File: config.mk
export PLATFORM = sky130hd
export DESIGN_NAME = tw_pot_decoder
export DESIGN_NICKNAME = d
export VERILOG_FILES = /design/src/rtl/tw_pot_pkg.sv /design/src/rtl/tw_pot_sync.sv /design/src/rtl/tw_pot_decode.sv /design/src/rtl/tw_pot_decoder.sv
export SDC_FILE = /design/constraint.sdc
export NUM_CORES = 1
export LEC_CHECK = 0
export BUFFER_PORTS_ARGS = -buffer_cell sky130_fd_sc_hd__buf_2
export CAP_MARGIN = 10
export CORE_ASPECT_RATIO = 0.9
export CORE_MARGIN = 8
export CORE_UTILIZATION = 57
export CTS_CLUSTER_SIZE = 24
export DETAILED_ROUTE_END_ITERATION = 8
export PLACE_DENSITY = 0.79
export SETUP_SLACK_MARGIN = 0.02
export SLEW_MARGIN = 15
export SYNTH_ARGS = -nofsm -noshare
export SYNTH_HDL_FRONTEND = slang
export SYNTH_SLANG_ARGS = --single-unit
File: constraint.sdc
create_clock -name clk -period 2.4 [get_ports clk]
set_clock_uncertainty 0.2 [all_clocks]
set_input_delay 0.36 -clock clk [delete_from_list [all_inputs] [get_ports clk]]
set_output_delay 0.36 -clock clk [all_outputs]
set_load 0.005 [all_outputs]
File: src/rtl/tw_pot_pkg.sv
package tw_pot_pkg;

   localparam int BYTE_W  = 8;
   localparam int NUM_OPC = 7;

   typedef enum logic [2:0] {
      CMD_NONE         = 3'd0,
      CMD_RD_WIPER     = 3'd1,
      CMD_WR_WIPER     = 3'd2,
      CMD_RD_REG       = 3'd3,
      CMD_WR_REG       = 3'd4,
      CMD_REG_TO_WIPER = 3'd5,
      CMD_WIPER_TO_REG = 3'd6,
      CMD_STEP         = 3'd7
   } cmd_e;

   typedef enum logic [2:0] {
      PH_IDLE,
      PH_ID,
      PH_INSTR,
      PH_WDATA,
      PH_RDATA,
      PH_STEP,
      PH_HOLD
   } phase_e;

endpackage

File: src/rtl/tw_pot_sync.sv
module tw_pot_sync #(
   parameter int STAGES = 2
) (
   input  logic clk,
   input  logic rst_n,
   input  logic d_i,
   output logic q_o,
   output logic rise_o,
   output logic fall_o
);

   logic [STAGES-1:0] chain_q;
   logic              last_q;

   generate
      if (STAGES < 2) begin : g_bad
         $error("tw_pot_sync needs at least two stages");
      end
   endgenerate

   // Idle bus lines are high, so the chain resets high.
   always_ff @(posedge clk or negedge rst_n) begin
      if (!rst_n) begin
         chain_q <= '1;
         last_q  <= 1'b1;
      end else begin
         chain_q <= {chain_q[STAGES-2:0], d_i};
         last_q  <= chain_q[STAGES-1];
      end
   end

   assign q_o    = chain_q[STAGES-1];
   assign rise_o = chain_q[STAGES-1] & ~last_q;
   assign fall_o = ~chain_q[STAGES-1] & last_q;

endmodule

File: src/rtl/tw_pot_decode.sv
module tw_pot_decode
   import tw_pot_pkg::*;
(
   input  logic [BYTE_W-1:0] instr_i,
   output cmd_e              cmd_o,
   output logic              valid_o
);

   // Entry i holds the opcode whose command code is i+1.
   localparam logic [4*NUM_OPC-1:0] OPC_TABLE =
      {4'h2, 4'hE, 4'hD, 4'hC, 4'hB, 4'hA, 4'h9};

   logic [NUM_OPC-1:0] hit;
   logic               any_bank;

   generate
      for (genvar i = 0; i < NUM_OPC; i++) begin : g_opc
         assign hit[i] = (instr_i[7:4] == OPC_TABLE[4*i +: 4]);
      end
   endgenerate

   always_comb begin
      cmd_o = CMD_NONE;
      for (int i = 0; i < NUM_OPC; i++) begin
         if (hit[i]) cmd_o = cmd_e'(3'(i + 1));
      end
   end

   // Only plain register reads and writes may address banks 1..3.
   assign any_bank = (cmd_o == CMD_RD_REG) || (cmd_o == CMD_WR_REG);
   assign valid_o  = (cmd_o != CMD_NONE) && (any_bank || (instr_i[1:0] == 2'b00));

endmodule

File: src/rtl/tw_pot_decoder.sv
module tw_pot_decoder
   import tw_pot_pkg::*;
#(
   parameter int         SYNC_STAGES = 2,
   parameter logic [3:0] TYPE_CODE   = 4'b0101
) (
   input  logic       clk,
   input  logic       rst_n,
   input  logic       scl_i,
   input  logic       sda_i,
   input  logic [2:0] dev_addr_i,
   output logic       sda_pull_o,
   output logic       cmd_stb_o,
   output logic [2:0] cmd_o,
   output logic [1:0] reg_sel_o,
   output logic [1:0] bank_o,
   output logic [7:0] wdata_o,
   input  logic [7:0] rdata_i,
   output logic       step_stb_o,
   output logic       step_up_o
);

   localparam int CNT_W   = $clog2(BYTE_W + 2);
   localparam logic [CNT_W-1:0] CNT_FULL = CNT_W'(BYTE_W);
   localparam logic [CNT_W-1:0] CNT_ACK  = CNT_W'(BYTE_W + 1);

   logic scl_s, scl_rise, scl_fall;
   logic sda_s, sda_rise, sda_fall;
   logic start_ev, stop_ev;

   tw_pot_sync #(.STAGES(SYNC_STAGES)) u_scl (
      .clk(clk), .rst_n(rst_n), .d_i(scl_i),
      .q_o(scl_s), .rise_o(scl_rise), .fall_o(scl_fall)
   );

   tw_pot_sync #(.STAGES(SYNC_STAGES)) u_sda (
      .clk(clk), .rst_n(rst_n), .d_i(sda_i),
      .q_o(sda_s), .rise_o(sda_rise), .fall_o(sda_fall)
   );

   assign start_ev = sda_fall & scl_s;
   assign stop_ev  = sda_rise & scl_s;

   phase_e            phase_q, next_q;
   logic [CNT_W-1:0]  cnt_q;
   logic [BYTE_W-1:0] rx_q, tx_q, wdata_q;
   logic              pull_q, stb_q, step_stb_q, step_up_q;
   logic              pend_q, pend_dir_q;
   cmd_e              cmd_q;
   logic [1:0]        reg_q, bank_q;

   cmd_e dec_cmd;
   logic dec_valid;
   logic id_match;

   tw_pot_decode u_dec (
      .instr_i(rx_q),
      .cmd_o  (dec_cmd),
      .valid_o(dec_valid)
   );

   assign id_match = (rx_q[7:4] == TYPE_CODE) && !rx_q[3] && (rx_q[2:0] == dev_addr_i);

   always_ff @(posedge clk or negedge rst_n) begin
      if (!rst_n) begin
         phase_q    <= PH_IDLE;
         next_q     <= PH_IDLE;
         cnt_q      <= '0;
         rx_q       <= '0;
         tx_q       <= '0;
         wdata_q    <= '0;
         pull_q     <= 1'b0;
         stb_q      <= 1'b0;
         step_stb_q <= 1'b0;
         step_up_q  <= 1'b0;
         pend_q     <= 1'b0;
         pend_dir_q <= 1'b0;
         cmd_q      <= CMD_NONE;
         reg_q      <= '0;
         bank_q     <= '0;
      end else begin
         stb_q      <= 1'b0;
         step_stb_q <= 1'b0;
         if (start_ev) begin
            phase_q <= PH_ID;
            cnt_q   <= '0;
            pull_q  <= 1'b0;
            pend_q  <= 1'b0;
         end else if (stop_ev) begin
            phase_q <= PH_IDLE;
            pull_q  <= 1'b0;
            pend_q  <= 1'b0;
         end else begin
            case (phase_q)
               PH_IDLE, PH_HOLD: ;
               PH_STEP: begin
                  // A pulse counts only once its falling edge arrives.
                  if (scl_rise) begin
                     pend_q     <= 1'b1;
                     pend_dir_q <= sda_s;
                  end
                  if (scl_fall && pend_q) begin
                     step_stb_q <= 1'b1;
                     step_up_q  <= pend_dir_q;
                     pend_q     <= 1'b0;
                  end
               end
               default: begin
                  if (scl_rise) begin
                     if (cnt_q < CNT_FULL) begin
                        rx_q  <= {rx_q[BYTE_W-2:0], sda_s};
                        cnt_q <= cnt_q + 1'b1;
                     end else if (cnt_q == CNT_FULL) begin
                        cnt_q <= CNT_ACK;
                     end
                  end
                  if (scl_fall) begin
                     if (phase_q == PH_RDATA && cnt_q != '0 && cnt_q < CNT_FULL) begin
                        tx_q   <= {tx_q[BYTE_W-2:0], 1'b0};
                        pull_q <= ~tx_q[BYTE_W-2];
                     end else if (cnt_q == CNT_FULL) begin
                        case (phase_q)
                           PH_ID: begin
                              if (id_match) begin
                                 pull_q <= 1'b1;
                                 next_q <= PH_INSTR;
                              end else begin
                                 phase_q <= PH_HOLD;
                              end
                           end
                           PH_INSTR: begin
                              if (dec_valid) begin
                                 pull_q <= 1'b1;
                                 cmd_q  <= dec_cmd;
                                 reg_q  <= rx_q[3:2];
                                 bank_q <= rx_q[1:0];
                                 case (dec_cmd)
                                    CMD_WR_WIPER, CMD_WR_REG: next_q <= PH_WDATA;
                                    CMD_RD_WIPER, CMD_RD_REG: begin
                                       next_q <= PH_RDATA;
                                       stb_q  <= 1'b1;
                                    end
                                    CMD_STEP: begin
                                       next_q <= PH_STEP;
                                       stb_q  <= 1'b1;
                                    end
                                    default: begin
                                       next_q <= PH_HOLD;
                                       stb_q  <= 1'b1;
                                    end
                                 endcase
                              end else begin
                                 phase_q <= PH_HOLD;
                              end
                           end
                           PH_WDATA: begin
                              pull_q  <= 1'b1;
                              wdata_q <= rx_q;
                              stb_q   <= 1'b1;
                              next_q  <= PH_HOLD;
                           end
                           default: begin
                              // Read byte done: leave the line to the master.
                              pull_q <= 1'b0;
                              next_q <= PH_HOLD;
                           end
                        endcase
                     end else if (cnt_q == CNT_ACK) begin
                        cnt_q   <= '0;
                        phase_q <= next_q;
                        if (next_q == PH_RDATA) begin
                           tx_q   <= rdata_i;
                           pull_q <= ~rdata_i[BYTE_W-1];
                        end else begin
                           pull_q <= 1'b0;
                        end
                     end
                  end
               end
            endcase
         end
      end
   end

   assign sda_pull_o = pull_q;
   assign cmd_stb_o  = stb_q;
   assign cmd_o      = cmd_q;
   assign reg_sel_o  = reg_q;
   assign bank_o     = bank_q;
   assign wdata_o    = wdata_q;
   assign step_stb_o = step_stb_q;
   assign step_up_o  = step_up_q;

endmodule

* Word-level counts from Yosys, hierarchy flattened
Index checks and enable logic that the tools add are counted.
** Word-level totals
- Word-level logic and storage cells :: 170
- Register bits :: 52
- Output and inout bits :: 19
- Bits of input ports :: 15
** Cells by class
- Equal/unequal tests :: 35
- $lt $le $gt $ge :: 1
- Bitwise logic cells :: 16
- Reductions and logical operators :: 34
- Mux-type cells :: 64
- Add/subtract/negate cells :: 1
** Operator list (number)
- $mux 3 :: 15
- $mux 4 :: 10
- $eq 4x4->1 const B :: 8
- $mux 1 :: 28
- $mux 7 :: 4
- $reduce_and 7->1 :: 3
- $eq 3x3->1 const B :: 6
- $reduce_and 8->1 :: 2
- $eq 3x2->1 const B :: 4
- $ne 6x6->1 const B :: 2
- $pmux 3 s2 :: 2
- $reduce_bool 4->1 :: 3
- $ne 5x5->1 const B :: 2
- $not 1->1 :: 10
- $reduce_and 5->1 :: 2
- $pmux 3 s3 :: 1
- $reduce_bool 3->1 :: 3
- $reduce_and 4->1 :: 2
- $and 1x1->1 :: 6
- $eq 3x1->1 const B :: 2
- $logic_and 1x1->1 :: 6
- $ne 2x2->1 const B :: 3
- $ne 5x3->1 const B :: 1
- $reduce_bool 5->1 :: 1
- 19 further kinds :: 25

* Logic depth before layout (Yosys ltp)
- Depth after elaboration :: 20
- Mapped depth :: 8
- Depth with buffers taken out :: 7

* Cells and area by module
From an unflattened synthesis, not the netlist that was laid out.
** Second synthesis, totals
- Cells, all modules :: 237
- Area, all modules :: 2637.5 um^2
** Modules (own cells, without submodules)
- tw_pot_decoder :: sequential area each 1151.1 um^2, cells each 210, times used 1, area an instance 2333.5 um^2
- tw_pot_sync :: sequential area each 78.8 um^2, cells each 5, times used 2, area an instance 93.8 um^2
- tw_pot_decode :: sequential area each 0.0 um^2, cells each 17, times used 1, area an instance 116.4 um^2

* Worst setup path before layout
Ideal clock, no wire load.
- Kind :: flip-flop to flip-flop
- Start point :: register rx_q[6]
- End point :: register next_q[0]
- Buffers on the path :: 1
- Setup slack :: 0.243 ns
- Arrival :: 1.833 ns
- Setup time :: 0.125 ns
- Period minus slack after synthesis :: 2.157 ns
- Stages on the path, launching flop included :: 8
- Data required time :: 2.075 ns
- Cells stage by stage :: dfrtp_1 > buf_4 > nand2_1 > or4_1 > o211ai_2 > o31a_2 > nor3b_4 > mux2_2
** On the way
- Word-level cells in the longest chain between the ends :: 14
- Elaborated cells on any way between the ends :: 34
- Those cells by class :: eq/ne (15); mux (10); reduce/logical (9)
** Ends and longest elaborated chain
- start, declared :: line tw_pot_decoder.sv:46 : logic [BYTE_W-1:0] rx_q, tx_q, wdata_q;
- start signal, assigned :: line tw_pot_decoder.sv:111 : rx_q <= {rx_q[BYTE_W-2:0], sda_s};
- parallel branches: the longest is 14 deep, another holds $eq 4x4->1
- end signal, assigned :: line tw_pot_decoder.sv:67 : next_q <= PH_IDLE;
- end signal, assigned :: line tw_pot_decoder.sv:126 : next_q <= PH_INSTR;
- end signal, assigned :: line tw_pot_decoder.sv:138 : CMD_WR_WIPER, CMD_WR_REG: next_q <= PH_WDATA;
- end, declared :: line tw_pot_decoder.sv:44 : phase_e phase_q, next_q;
Parallel ways; which one is timed is not known. The select of a mux whose other input is x is not followed.
A chain may end at the register's enable or synchronous reset.

* Final worst setup path
- Start point :: register rx_q[0]
- End point :: register next_q[1]
** On the way
- Word-level cells in the longest chain between the ends :: 5
- Elaborated cells on any way between the ends :: 8
- Those cells by class :: eq/ne (3); reduce/logical (5)
** Ends and longest elaborated chain
- $logic_not 2->1 :: line tw_pot_decode.sv:31 : assign valid_o = (cmd_o != CMD_NONE) && (any_bank || (instr_i[1:0] == 2'b00));
- $logic_or 1x1->1 :: line tw_pot_decode.sv:31
- $logic_and 1x1->1 :: line tw_pot_decode.sv:31
- $ne 2x2->1 (no line)
- $reduce_and 8->1 (no line) *
Mark *: on every way between the ends. The rest lies on a longest branch, timed or not.

==> flow_metrics.tcl <==
set metrics [dict create \
    status "finished clean" \
    synth_compound_area_share_pct 13.5 \
    tightest_slew_ps 534 \
    fmax_ghz 0.434 \
    setup_violations 0 \
    via_per_inst 5.62 \
    path_max_fanout 8 \
    syn-num-nets 262 \
    cts_tree "done" \
    initial_core_util_pct 58.6 \
    comb_power_share_pct 28.5 \
    final_max_slew_viol_count 0 \
    nets 307 \
    clockRootBuffer "clkbuf_8" \
    drv_cap 0 \
    clkPwrFrac_pct 21.6 \
    netlist_area_sq_um 2600 \
    synth_top_cell_area_share_pct 44.3 \
    synth_area_leaders "dfrtp_1, mux2_2, dfstp_2" \
    cp-start-kind "flip-flop" \
    power.internal_w 0.00153 \
    drc 0 \
    num_rows 23 \
    post-route-min-period_ps 2300 \
    drive_gt1_share_pct 34.5 \
    yosysWarnings 0 \
    grt_start_max_net_pins 30 \
    syn-mean-instance-area_sq_um 10.6 \
    grt_pass1_wl_mm 9.00 \
    cts_sinks 52 \
    core-area_sq_um 4430 \
    diodes 0 \
    drt_iter0_markers 129 \
    seq_power_share_pct 49.8 \
    port-buffer-count 33 \
    dieArea_sq_um 6970 \
    required_ps 2410 \
    setup_tns_ps 0 \
    synth_fa_ha_area_share_pct 1.45 \
    max_stage_delay_ps 490 \
    rsz0062_at_grt "no" \
    async_flop_share_pct 100 \
    slew_headroom_pct 64.4 \
    rrSetupSlack_ps 100 \
    worstHoldEndpoint "tx_q[0]" \
    synth_top_family_by_area "simple AND/OR/NAND/NOR gates" \
    post-cts-setup-buffer-count 0 \
    p_total_w 0.00231 \
    grt_pass1_vias 1944 \
    ys_types 49 \
    postRouteAntennaNets 0 \
    hold_depth 3 \
    synth-xor-area-share_pct 2.02 \
    switching_share_pct 33.7 \
    switching_power_w 0.000780 \
    fp.dieW_um 87.1 \
    cts_buffer_depth 2 \
    timing.rr.start "rx_q[0]" \
    ys.flop_type "dfrtp_1" \
    drt_pre_antenna_iters 4 \
    power_density_nw_per_um2 764 \
    synthToLayoutAreaGrowth_pct 16.6 \
    hold_violations 0 \
    synth-simple-area-share_pct 15.1 \
    ys_seq_area_share_pct 50.4 \
    num_vias 1977 \
    yosysTopAreaCell "dfrtp_1" \
    place_congestion 0.896 \
    hp-class "input pin to flip-flop" \
    r2r_cells 5 \
    wl_mm 5.30 \
    critical_path_class "flip-flop to flip-flop" \
    muxShareOfSynthArea_pct 14.0 \
    gr-total-overflow 0 \
    yosys_register_bits 52 \
    insertion_delay_ps 310 \
    ios 34 \
    crit_chain "o311ai_0 > o311a_1 > o31a_2 > nor3b_4 > mux2_2" \
    p_leak_nw 1.43 \
    postLayoutCellArea_sq_um 3030 \
    numCtsBuffers 5 \
    hp-start "rdata_i[0]" \
    syn-instance-count 244 \
    path_clk_slew_ps 90 \
    dpl_cell_area_sq_um 2910 \
    die_y_um 80.0 \
    cp_slowest_cell "dfrtp_1" \
    endpoint_kind "flip-flop" \
    period_share_pct 96.0 \
    cp_data_arrival_time_ps 2310 \
    ir_drop_v 0.000531 \
    dp_hpwl_mm 3.90 \
    synth-edff-count 0 \
    track_usage_pct 16.3 \
    h-tree-depth 2 \
    r2r-end "next_q[1]" \
    post_drt_wl_per_cell_um 15.1 \
    antenna_found_initial 0 \
]
-- power by group through the flow --
stage | sequential [W] | clock [W] | combinational (W)
after floorplan | 0.00109 | 0 | 0.000518
after global routing | 0.00118 | 0.000542 | 0.000730
final | 0.00115 | 0.000501 | 0.000660
after CTS | 0.00115 | 0.000508 | 0.000658
after detailed placement | 0.00116 | 0 | 0.000650
after global placement | 0.00115 | 0 | 0.000631
-- registers in the layout, indices dropped and copies added, names as in the netlist, 2 cells and up --
signal         flops
reg_sel_o          2
cnt_q              4
cmd_o              3
bank_o             2
u_sda.chain_q      2
next_q             3
wdata_o            8
tx_q               7
rx_q               8
u_scl.chain_q      2
phase_q            3
-- per-layer routing --
layer | part of all wire [%] | global-route usage (%)
met1 | 47 | 20.6
met2 | 47 | 26.4
met3 | 4.0 | 4.12
met4 | 1.7 | 6.00
met5 | 0 | 0
-- cell usage after synthesis (all sizes together), types with 3 or more instances --
cell and n:
a21oi 18, buf 5, clkbuf 8, dfrtp 46, dfstp 6, ha 3
inv 8, mux2 27, mux2i 6, nand2 16, nand2b 5, nand3 6
nor2 24, nor2b 3, nor3 4, nor3b 5, o211ai 3, o21ai 16
xnor2 5
-- per-stage QoR --
stage	util (%)	hold WS [ps]	setup WS, ps	cells
final	68.3	83.2	95.7	352
after global routing	68.3	103	36.4	352
after CTS	68.2	80.6	106	352
after detailed placement	65.6	148	117	341
after global placement	65.6	146	217	341
after floorplan	-	-136	243	244
-- how the worst max path moves through the flow --
| stage | startpoint | end | slack, ps | cells past startpoint |
|---|---|---|---|---|
| floorplan | rx_q[6] | next_q[0] | 240 | 7 |
| global placement | rx_q[4] | next_q[0] | 220 | 6 |
| detailed placement | rx_q[0] | next_q[2] | 120 | 5 |
| CTS | rx_q[0] | next_q[1] | 110 | 5 |
| global route | rx_q[0] | next_q[2] | 40 | 5 |
| finish | rx_q[0] | next_q[1] | 100 | 5 |
-- cell families (layout without fill, tap and decap cells) --
kind of cell,after synthesis,after routing
mux,33,33
flops,52,52
compound gates,54,54
buf+inv,21,67
simple gates,75,75
fa+ha+maj,3,3
xor+xnor,6,6
-- critical path: cells and delay by family, from the launching register on --
kind	cells	cell delay, ps
mux	1	360
flops	1	490
compound gates	3	890
simple gates	1	260
-- placed cells by master, fill, tap and decap left out, drive strengths merged, types with 3 or more instances in the layout --
master and instances:
dfrtp 46, o21ai 16, nand2b 5, nor3b 5, o211ai 3, nor2 24, nand3 6, buf 48
nor2b 3, nor3 4, xnor2 5, dfstp 6, inv 8, a21oi 18, clkbuf 6, dlygate4sd3 3
mux2i 6, nand2 16, ha 3, mux2 27
-- cell type report --
cell class | instances | area, sq um
timing repair buffer | 51 | 320
multi-input combinational | 171 | 1200
inverter | 8 | 30.0
fill | 344 | 1410
clock buffer | 6 | 72.6
clock inverter | 2 | 16.3
tap | 62 | 77.6
sequential | 52 | 1310
-- what timing repair did --
item	CTS	global route
gates resized for setup	0	2
setup endpoints to repair	0	3
hold endpoints to repair	19	0
hold buffers	3	0
No activity file was read; power rests on OpenSTA's default activity.
